### src/rtl/e1fa_pkg.sv
`timescale 1ns/1ps
package e1fa_pkg;

  typedef enum logic [2:0] {
    ST_HUNT      = 3'd0,
    ST_CONF_NFAS = 3'd1,
    ST_CONF_FAS  = 3'd2,
    ST_LOCKED    = 3'd3,
    ST_PARKED    = 3'd4
  } align_st_t;

  // alignment word on frame bits 2..8 of slot 0, MSB received first
  localparam logic [6:0] ALIGN_WORD = 7'b0011011;

endpackage

### src/rtl/e1fa_rst_sync.sv
`timescale 1ns/1ps
module e1fa_rst_sync #(
  parameter int STAGES = 2
) (
  input  logic clk,
  input  logic rst_n,
  output logic rst_n_sync
);

  logic [STAGES-1:0] stage_q;
  logic [STAGES-1:0] stage_d;

  always_comb begin
    stage_d = {stage_q[STAGES-2:0], 1'b1};
  end

  always_ff @(posedge clk or negedge rst_n) begin
    if (!rst_n) begin
      stage_q <= '0;
    end else begin
      stage_q <= stage_d;
    end
  end

  assign rst_n_sync = stage_q[STAGES-1];

endmodule

### src/rtl/e1fa_bit_counter.sv
`timescale 1ns/1ps
module e1fa_bit_counter #(
  parameter int SLOTS     = 32,
  parameter int SLOT_BITS = 8,
  localparam int SLOT_W   = $clog2(SLOTS),
  localparam int BIT_W    = $clog2(SLOT_BITS)
) (
  input  logic              clk,
  input  logic              rst_n,
  input  logic              load,
  output logic [SLOT_W-1:0] slot,
  output logic [BIT_W-1:0]  bitn,
  output logic              at_check
);

  localparam logic [SLOT_W-1:0] SLOT_LAST = SLOT_W'(SLOTS - 1);
  localparam logic [BIT_W-1:0]  BIT_LAST  = BIT_W'(SLOT_BITS - 1);
  localparam logic [SLOT_W-1:0] SLOT_LOAD = SLOT_W'(1);

  logic [SLOT_W-1:0] slot_q, slot_d;
  logic [BIT_W-1:0]  bit_q, bit_d;
  logic              wrap_bit;

  always_comb begin
    wrap_bit = (bit_q == BIT_LAST);
    slot_d   = slot_q;
    bit_d    = bit_q;
    if (load) begin
      slot_d = SLOT_LOAD;
      bit_d  = '0;
    end else if (wrap_bit) begin
      bit_d  = '0;
      slot_d = (slot_q == SLOT_LAST) ? '0 : slot_q + 1'b1;
    end else begin
      bit_d  = bit_q + 1'b1;
    end
  end

  always_ff @(posedge clk or negedge rst_n) begin
    if (!rst_n) begin
      slot_q <= '0;
      bit_q  <= '0;
    end else begin
      slot_q <= slot_d;
      bit_q  <= bit_d;
    end
  end

  assign slot     = slot_q;
  assign bitn     = bit_q;
  assign at_check = (slot_q == '0) && wrap_bit;

endmodule

### src/rtl/e1fa_word_window.sv
`timescale 1ns/1ps
module e1fa_word_window #(
  parameter int                 WORD_W = 7,
  parameter logic [WORD_W-1:0]  PATTERN = e1fa_pkg::ALIGN_WORD
) (
  input  logic clk,
  input  logic rst_n,
  input  logic rx_data,
  output logic word_hit,
  output logic lead_bit
);

  logic [WORD_W-2:0] hist_q, hist_d;
  logic [WORD_W-1:0] window;

  always_comb begin
    window = {hist_q, rx_data};
    hist_d = window[WORD_W-2:0];
  end

  always_ff @(posedge clk or negedge rst_n) begin
    if (!rst_n) begin
      hist_q <= '0;
    end else begin
      hist_q <= hist_d;
    end
  end

  assign word_hit = (window == PATTERN);
  assign lead_bit = window[WORD_W-1];

endmodule

### src/rtl/e1fa_align_fsm.sv
`timescale 1ns/1ps
module e1fa_align_fsm
  import e1fa_pkg::*;
#(
  parameter int ERR_LIMIT = 3,
  localparam int ERR_W    = (ERR_LIMIT > 2) ? $clog2(ERR_LIMIT) : 1
) (
  input  logic clk,
  input  logic rst_n,
  input  logic word_hit,
  input  logic lead_bit,
  input  logic at_check,
  input  logic crit_sel,
  input  logic auto_off,
  input  logic resync_req,
  output logic load,
  output logic in_sync,
  output logic sync_lost,
  output logic sync_gained
);

  localparam logic [ERR_W-1:0] ERR_LAST = ERR_W'(ERR_LIMIT - 1);

  align_st_t        st_q, st_d;
  logic [ERR_W-1:0] err_q, err_d;
  logic             expf_q, expf_d;
  logic             req_q;
  logic             lost_q, lost_d;
  logic             gain_q, gain_d;
  logic             req_edge;
  logic             word_bad;
  logic             word_checked;

  always_comb begin
    req_edge     = resync_req & ~req_q;
    word_bad     = expf_q ? ~word_hit : (crit_sel & ~lead_bit);
    word_checked = expf_q | crit_sel;
    st_d         = st_q;
    err_d        = err_q;
    expf_d       = expf_q;
    load         = 1'b0;
    if (req_edge) begin
      st_d  = ST_HUNT;
      err_d = '0;
    end else begin
      unique case (st_q)
        ST_HUNT: begin
          if (word_hit) begin
            st_d   = ST_CONF_NFAS;
            expf_d = 1'b0;
            load   = 1'b1;
          end
        end
        ST_CONF_NFAS: begin
          if (at_check) begin
            expf_d = ~expf_q;
            st_d   = lead_bit ? ST_CONF_FAS : ST_HUNT;
          end
        end
        ST_CONF_FAS: begin
          if (at_check) begin
            expf_d = ~expf_q;
            st_d   = word_hit ? ST_LOCKED : ST_HUNT;
          end
        end
        ST_LOCKED: begin
          if (at_check) begin
            expf_d = ~expf_q;
            if (word_bad) begin
              if (err_q == ERR_LAST) begin
                st_d  = auto_off ? ST_PARKED : ST_HUNT;
                err_d = '0;
              end else begin
                err_d = err_q + 1'b1;
              end
            end else if (word_checked) begin
              err_d = '0;
            end
          end
        end
        ST_PARKED: begin
          st_d = ST_PARKED;
        end
        default: begin
          st_d = ST_HUNT;
        end
      endcase
    end
    lost_d = (st_q == ST_LOCKED) && (st_d != ST_LOCKED);
    gain_d = (st_q != ST_LOCKED) && (st_d == ST_LOCKED);
  end

  always_ff @(posedge clk or negedge rst_n) begin
    if (!rst_n) begin
      st_q   <= ST_HUNT;
      err_q  <= '0;
      expf_q <= 1'b0;
      req_q  <= 1'b0;
      lost_q <= 1'b0;
      gain_q <= 1'b0;
    end else begin
      st_q   <= st_d;
      err_q  <= err_d;
      expf_q <= expf_d;
      req_q  <= resync_req;
      lost_q <= lost_d;
      gain_q <= gain_d;
    end
  end

  assign in_sync     = (st_q == ST_LOCKED);
  assign sync_lost   = lost_q;
  assign sync_gained = gain_q;

endmodule

### src/rtl/e1_frame_aligner.sv
`timescale 1ns/1ps
module e1_frame_aligner #(
  parameter int SLOTS      = 32,
  parameter int SLOT_BITS  = 8,
  parameter int ERR_LIMIT  = 3,
  parameter int CHBLK_SLOT = 26,
  localparam int SLOT_W    = $clog2(SLOTS),
  localparam int BIT_W     = $clog2(SLOT_BITS)
) (
  input  logic              clk,
  input  logic              rst_n,
  input  logic              rx_data,
  input  logic              crit_sel,
  input  logic              auto_off,
  input  logic              resync_req,
  input  logic              chblk_en,
  output logic              in_sync,
  output logic [SLOT_W-1:0] slot_num,
  output logic [BIT_W-1:0]  bit_num,
  output logic              chblk,
  output logic              sync_lost,
  output logic              sync_gained
);

  localparam int                WORD_W   = SLOT_BITS - 1;
  localparam logic [SLOT_W-1:0] STRB_SLT = SLOT_W'(CHBLK_SLOT);

  logic rst_n_int;
  logic load;
  logic at_check;
  logic word_hit;
  logic lead_bit;

  e1fa_rst_sync #(.STAGES(2)) u_rst_sync (
    .clk        (clk),
    .rst_n      (rst_n),
    .rst_n_sync (rst_n_int)
  );

  e1fa_word_window #(.WORD_W(WORD_W)) u_window (
    .clk      (clk),
    .rst_n    (rst_n_int),
    .rx_data  (rx_data),
    .word_hit (word_hit),
    .lead_bit (lead_bit)
  );

  e1fa_bit_counter #(.SLOTS(SLOTS), .SLOT_BITS(SLOT_BITS)) u_counter (
    .clk      (clk),
    .rst_n    (rst_n_int),
    .load     (load),
    .slot     (slot_num),
    .bitn     (bit_num),
    .at_check (at_check)
  );

  e1fa_align_fsm #(.ERR_LIMIT(ERR_LIMIT)) u_fsm (
    .clk         (clk),
    .rst_n       (rst_n_int),
    .word_hit    (word_hit),
    .lead_bit    (lead_bit),
    .at_check    (at_check),
    .crit_sel    (crit_sel),
    .auto_off    (auto_off),
    .resync_req  (resync_req),
    .load        (load),
    .in_sync     (in_sync),
    .sync_lost   (sync_lost),
    .sync_gained (sync_gained)
  );

  assign chblk = chblk_en && (slot_num == STRB_SLT) && (bit_num == '0);

endmodule

### config.mk
export PLATFORM = sky130hd
export DESIGN_NAME = e1_frame_aligner
export DESIGN_NICKNAME = d
export VERILOG_FILES = /design/src/rtl/e1fa_pkg.sv /design/src/rtl/e1fa_rst_sync.sv /design/src/rtl/e1fa_bit_counter.sv /design/src/rtl/e1fa_word_window.sv /design/src/rtl/e1fa_align_fsm.sv /design/src/rtl/e1_frame_aligner.sv
export SDC_FILE = /design/constraint.sdc
export NUM_CORES = 1
export LEC_CHECK = 0
export ABC_AREA = 1
export CORE_MARGIN = 1.5
export CORE_UTILIZATION = 28
export DETAILED_ROUTE_END_ITERATION = 8
export MAX_ROUTING_LAYER = met4
export SLEW_MARGIN = 20
export SYNTH_ARGS = -nofsm -noshare
export SYNTH_HDL_FRONTEND = slang
export SYNTH_SLANG_ARGS = --single-unit
export TNS_END_PERCENT = 5
### constraint.sdc
create_clock -name clk -period 2.08 [get_ports clk]
set_input_delay 0.416 -clock clk [delete_from_list [all_inputs] [get_ports clk]]
set_output_delay 0.416 -clock clk [all_outputs]
set_load 0.02 [all_outputs]
==> flow_summary.yaml <==
final_layout:
  diodes: 0
  nets_finish: 190
  fillerInstances: 447
  drive_above_1_share: 0.154
  areaGrowthSynthToFinish_pct: 23.4
  postLayoutCellArea_mm2: 0.00160
clocking:
  clk-insertion-delay-late_ps: 270
  ctsResizeCount: 2
  cts_num_sinks: 25
  cts_tree: "done"
  clk_pin_slew_worst_paths_ps: 90
  cts_root_buf: "sky130_fd_sc_hd__clkbuf_8"
  ctsHoldBuffers: 0
  cts_htree_levels: 1
  clockBufferDepth: 2
  postCtsSetupBuffers: 0
  cts_made_buffers: 3
power:
  power.net_switching_uw: 628
  vdd_drop_max_v: 0.000281
  power.combinational.fraction: 0.405
  pwr-share-seq: 0.416
  cellLeakagePower_nw: 0.794
  cellInternalPower_uw: 990
  switching_share: 0.388
  total_power_divided_by_cell_area_mw_per_mm2: 1010
  design_power_total_mw: 1.62
  clkPwrFrac: 0.179
placed_design:
  numPortBuffers: 18
  pre_cts_setup_slack_ps: -34.4
  dp_hpwl_mm: 1.73
  dpl-instance-area_mm2: 0.00156
  gp_routability_congestion: 0.811
global_routing:
  grt_antenna_before_repair: 0
  number_of_global_route_vias_before_repair: 981
  grt_pass1_wl_mm: 4.09
  global_route_usage_sum: 0.105
  globalRouteOverflowTotal: 0
  grt_max_degree: 24
critical_path:
  setup.worst_path.start: "u_counter.slot[0]$_DFFE_PN0P_"
  worst_path_largest_cell_delay_ps: 430
  path_delay_family: "buffers and inverters"
  critPathArrivalTime_ps: 1540
  timing.critical_path.to_type: "primary output"
  crit_path_top_delay_cell: "sky130_fd_sc_hd__dfrtp_1"
  worst_ep_required_time_ps: 1660
  buffers_and_inverters_on_the_worst_path: 2
  worst_r2r_startpoint: "u_counter.bitn[0]$_DFF_PN0_"
  startpoint_type: "register"
  setup.worst_path.class: "reg2out"
  crit_chain: "inv_1, ha_1, nand4_1, nor3_1, dlygate4sd2_1"
  path_max_fanout: 4
die:
  die_width_um: 71.1
  num_rows: 24
  ioPinCount: 19
  die_y_um: 71.1
  die-area_mm2: 0.00506
  floorplan.core_area_mm2: 0.00441
  initial_utilization: 0.295
sta:
  clock.fmax_mhz: 511
  holdWs_ps: 218
  maxSlewViolCount: 0
  grt_setup_unrepaired: "no"
  finalCriticalPeriod_ps: 1960
  clock_skew_ps: 2.40
  hold_violations: 0
  share_of_the_cycle_needed_by_the_critical_path_after_routing: 0.941
  setup_violations: 0
  final_critical_path_setup_slack_ps: 123
run:
  cap_violations: 0
yosys:
  synth_cell_types: 24
  synth-seq-area-share: 0.481
  postSynthRegisterBits: 25
  post_synth_inst_count: 151
  ys.warnings.count: 0
  syn_nets: 165
  syn_avg_cell_area_um2: 8.61
  synthesis.area_mm2: 0.00130
drt:
  drc: 0
  drtPass1Iterations: 4
  finalWirelength_mm: 2.22
  num_vias: 976
  route.antenna.remaining_nets: 0
  drt-vias-per-instance: 4.30
  wl_per_cell_um: 9.79
  detail_route.iter0.violations: 58
hold_path:
  worst_hold_path_type: "reg2async"
run_status:
  outcome: "complete, no violations"
## final timing paths
check	to	slack, ps	cells past startpoint
setup / recovery	chblk	120	5
hold / removal	u_counter.bitn[0]$_DFF_PN0_	220	1
setup reg to reg	u_fsm.sync_lost$_DFF_PN0_	410	13
hold reg to reg	u_counter.bitn[0]$_DFF_PN0_	220	1
max in group asynchronous	u_fsm.expf_q$_DFFE_PN0P_	1630	1
min in group clk	u_rst_sync.stage_q[1]$_DFF_PN0_	360	0
## metrics by stage
stage	setup TNS, ps	utilization	std cells
after CTS	0	0.363	227
after floorplan	0	-	151
after global placement	-19.1	0.353	223
after detailed placement	-34.4	0.353	223
after global routing	0	0.363	227
final	0	0.363	227
## routing by layer
layer | up-vias | track usage | routed length (um)
met5 | - | - | 0
met4 | 0 | 0.0377 | 31
met3 | 4 | 0.0228 | 60
met2 | 11 | 0.170 | 1090
met1 | 444 | 0.129 | 1050
li1 | 517 | - | -
## state kept, by name (all words and copies together) (netlist names), 2 cells and up
signal / cells
u_counter.slot: 5
u_rst_sync.stage_q: 2
u_fsm.err_q: 2
u_fsm.st_q: 3
u_window.hist_q: 6
u_counter.bitn: 3
## kinds of logic (layout without fill, tap and decap cells)
kind of cell               after synthesis  after routing  share of synthesized area
AOI/OAI and AO/OA                       15             15                     0.0645
adders and majority gates                7              7                     0.0674
DFF                                     25             25                      0.481
buffers and inverters                   27             51                     0.0780
and+or+nand+nor                         76             76                      0.306
other                                    1              1                    0.00288
## area by class of cell
| class | instances | area, um^2 | area share |
|---|---|---|---|
| clock buffer | 3 | 41.3 | 0.0257 |
| multi-input combinational | 99 | 573 | 0.357 |
| sequential | 25 | 626 | 0.390 |
| inverter | 27 | 101 | 0.0632 |
| tap | 52 | 65.1 | 0.0406 |
| clock inverter | 1 | 5.00 | 0.00312 |
| timing repair buffer | 20 | 193 | 0.120 |
## cell usage in the layout, fill, tap and decap left out
cell and count:
sky130_fd_sc_hd__buf_4 2, sky130_fd_sc_hd__a21oi_2 1, sky130_fd_sc_hd__nor3_2 1, sky130_fd_sc_hd__dfrtp_1 25, sky130_fd_sc_hd__clkdlybuf4s50_1 16, sky130_fd_sc_hd__nor2_1 12, sky130_fd_sc_hd__nand3_4 1, sky130_fd_sc_hd__nand4_1 3
sky130_fd_sc_hd__nand3_1 6, sky130_fd_sc_hd__nand3_2 2, sky130_fd_sc_hd__and3_1 1, sky130_fd_sc_hd__clkbuf_8 3, sky130_fd_sc_hd__dlygate4sd2_1 2, sky130_fd_sc_hd__inv_1 24, sky130_fd_sc_hd__clkinv_2 1, sky130_fd_sc_hd__o21ai_0 4
sky130_fd_sc_hd__nand2_2 5, sky130_fd_sc_hd__nor2_2 5, sky130_fd_sc_hd__ha_1 7, sky130_fd_sc_hd__a31oi_1 2, sky130_fd_sc_hd__conb_1 1, sky130_fd_sc_hd__inv_2 3, sky130_fd_sc_hd__and2_1 1, sky130_fd_sc_hd__nand4_4 1
sky130_fd_sc_hd__o31ai_1 1, sky130_fd_sc_hd__nand2_1 34, sky130_fd_sc_hd__a21oi_1 7, sky130_fd_sc_hd__nor2_4 2, sky130_fd_sc_hd__nor3_1 2
## power groups by stage
stage | clock (mW) | sequential, mW | combinational (mW)
2_1_floorplan | 0 | 0.759 | 0.349
3_3_place_gp | 0 | 0.684 | 0.660
3_5_place_dp | 0 | 0.685 | 0.663
4_1_cts | 0.299 | 0.675 | 0.666
5_1_grt | 0.321 | 0.690 | 0.746
6_report | 0.290 | 0.673 | 0.655
## synth_stat cells
cell type,count,area [um^2]
sky130_fd_sc_hd__nand4_1,3,18.8
sky130_fd_sc_hd__nand3_2,2,20.0
sky130_fd_sc_hd__nand2_1,34,128
sky130_fd_sc_hd__nor2_4,2,22.5
sky130_fd_sc_hd__a21oi_1,7,35.0
sky130_fd_sc_hd__nand3_1,6,30.0
sky130_fd_sc_hd__inv_1,24,90.1
sky130_fd_sc_hd__nor2_2,5,31.3
sky130_fd_sc_hd__nor2_1,12,45.0
sky130_fd_sc_hd__a31oi_1,2,12.5
sky130_fd_sc_hd__o31ai_1,1,7.51
sky130_fd_sc_hd__ha_1,7,87.6
sky130_fd_sc_hd__dfrtp_1,25,626
sky130_fd_sc_hd__a21oi_2,1,8.76
sky130_fd_sc_hd__nor3_1,2,10.0
sky130_fd_sc_hd__conb_1,1,3.75
sky130_fd_sc_hd__and3_1,1,6.26
sky130_fd_sc_hd__inv_2,3,11.3
sky130_fd_sc_hd__and2_1,1,6.26
sky130_fd_sc_hd__nand4_4,1,21.3
sky130_fd_sc_hd__nand2_2,5,31.3
sky130_fd_sc_hd__o21ai_0,4,20.0
sky130_fd_sc_hd__nor3_2,1,10.0
sky130_fd_sc_hd__nand3_4,1,17.5
Note: power is estimated with default switching activity, not from simulation.
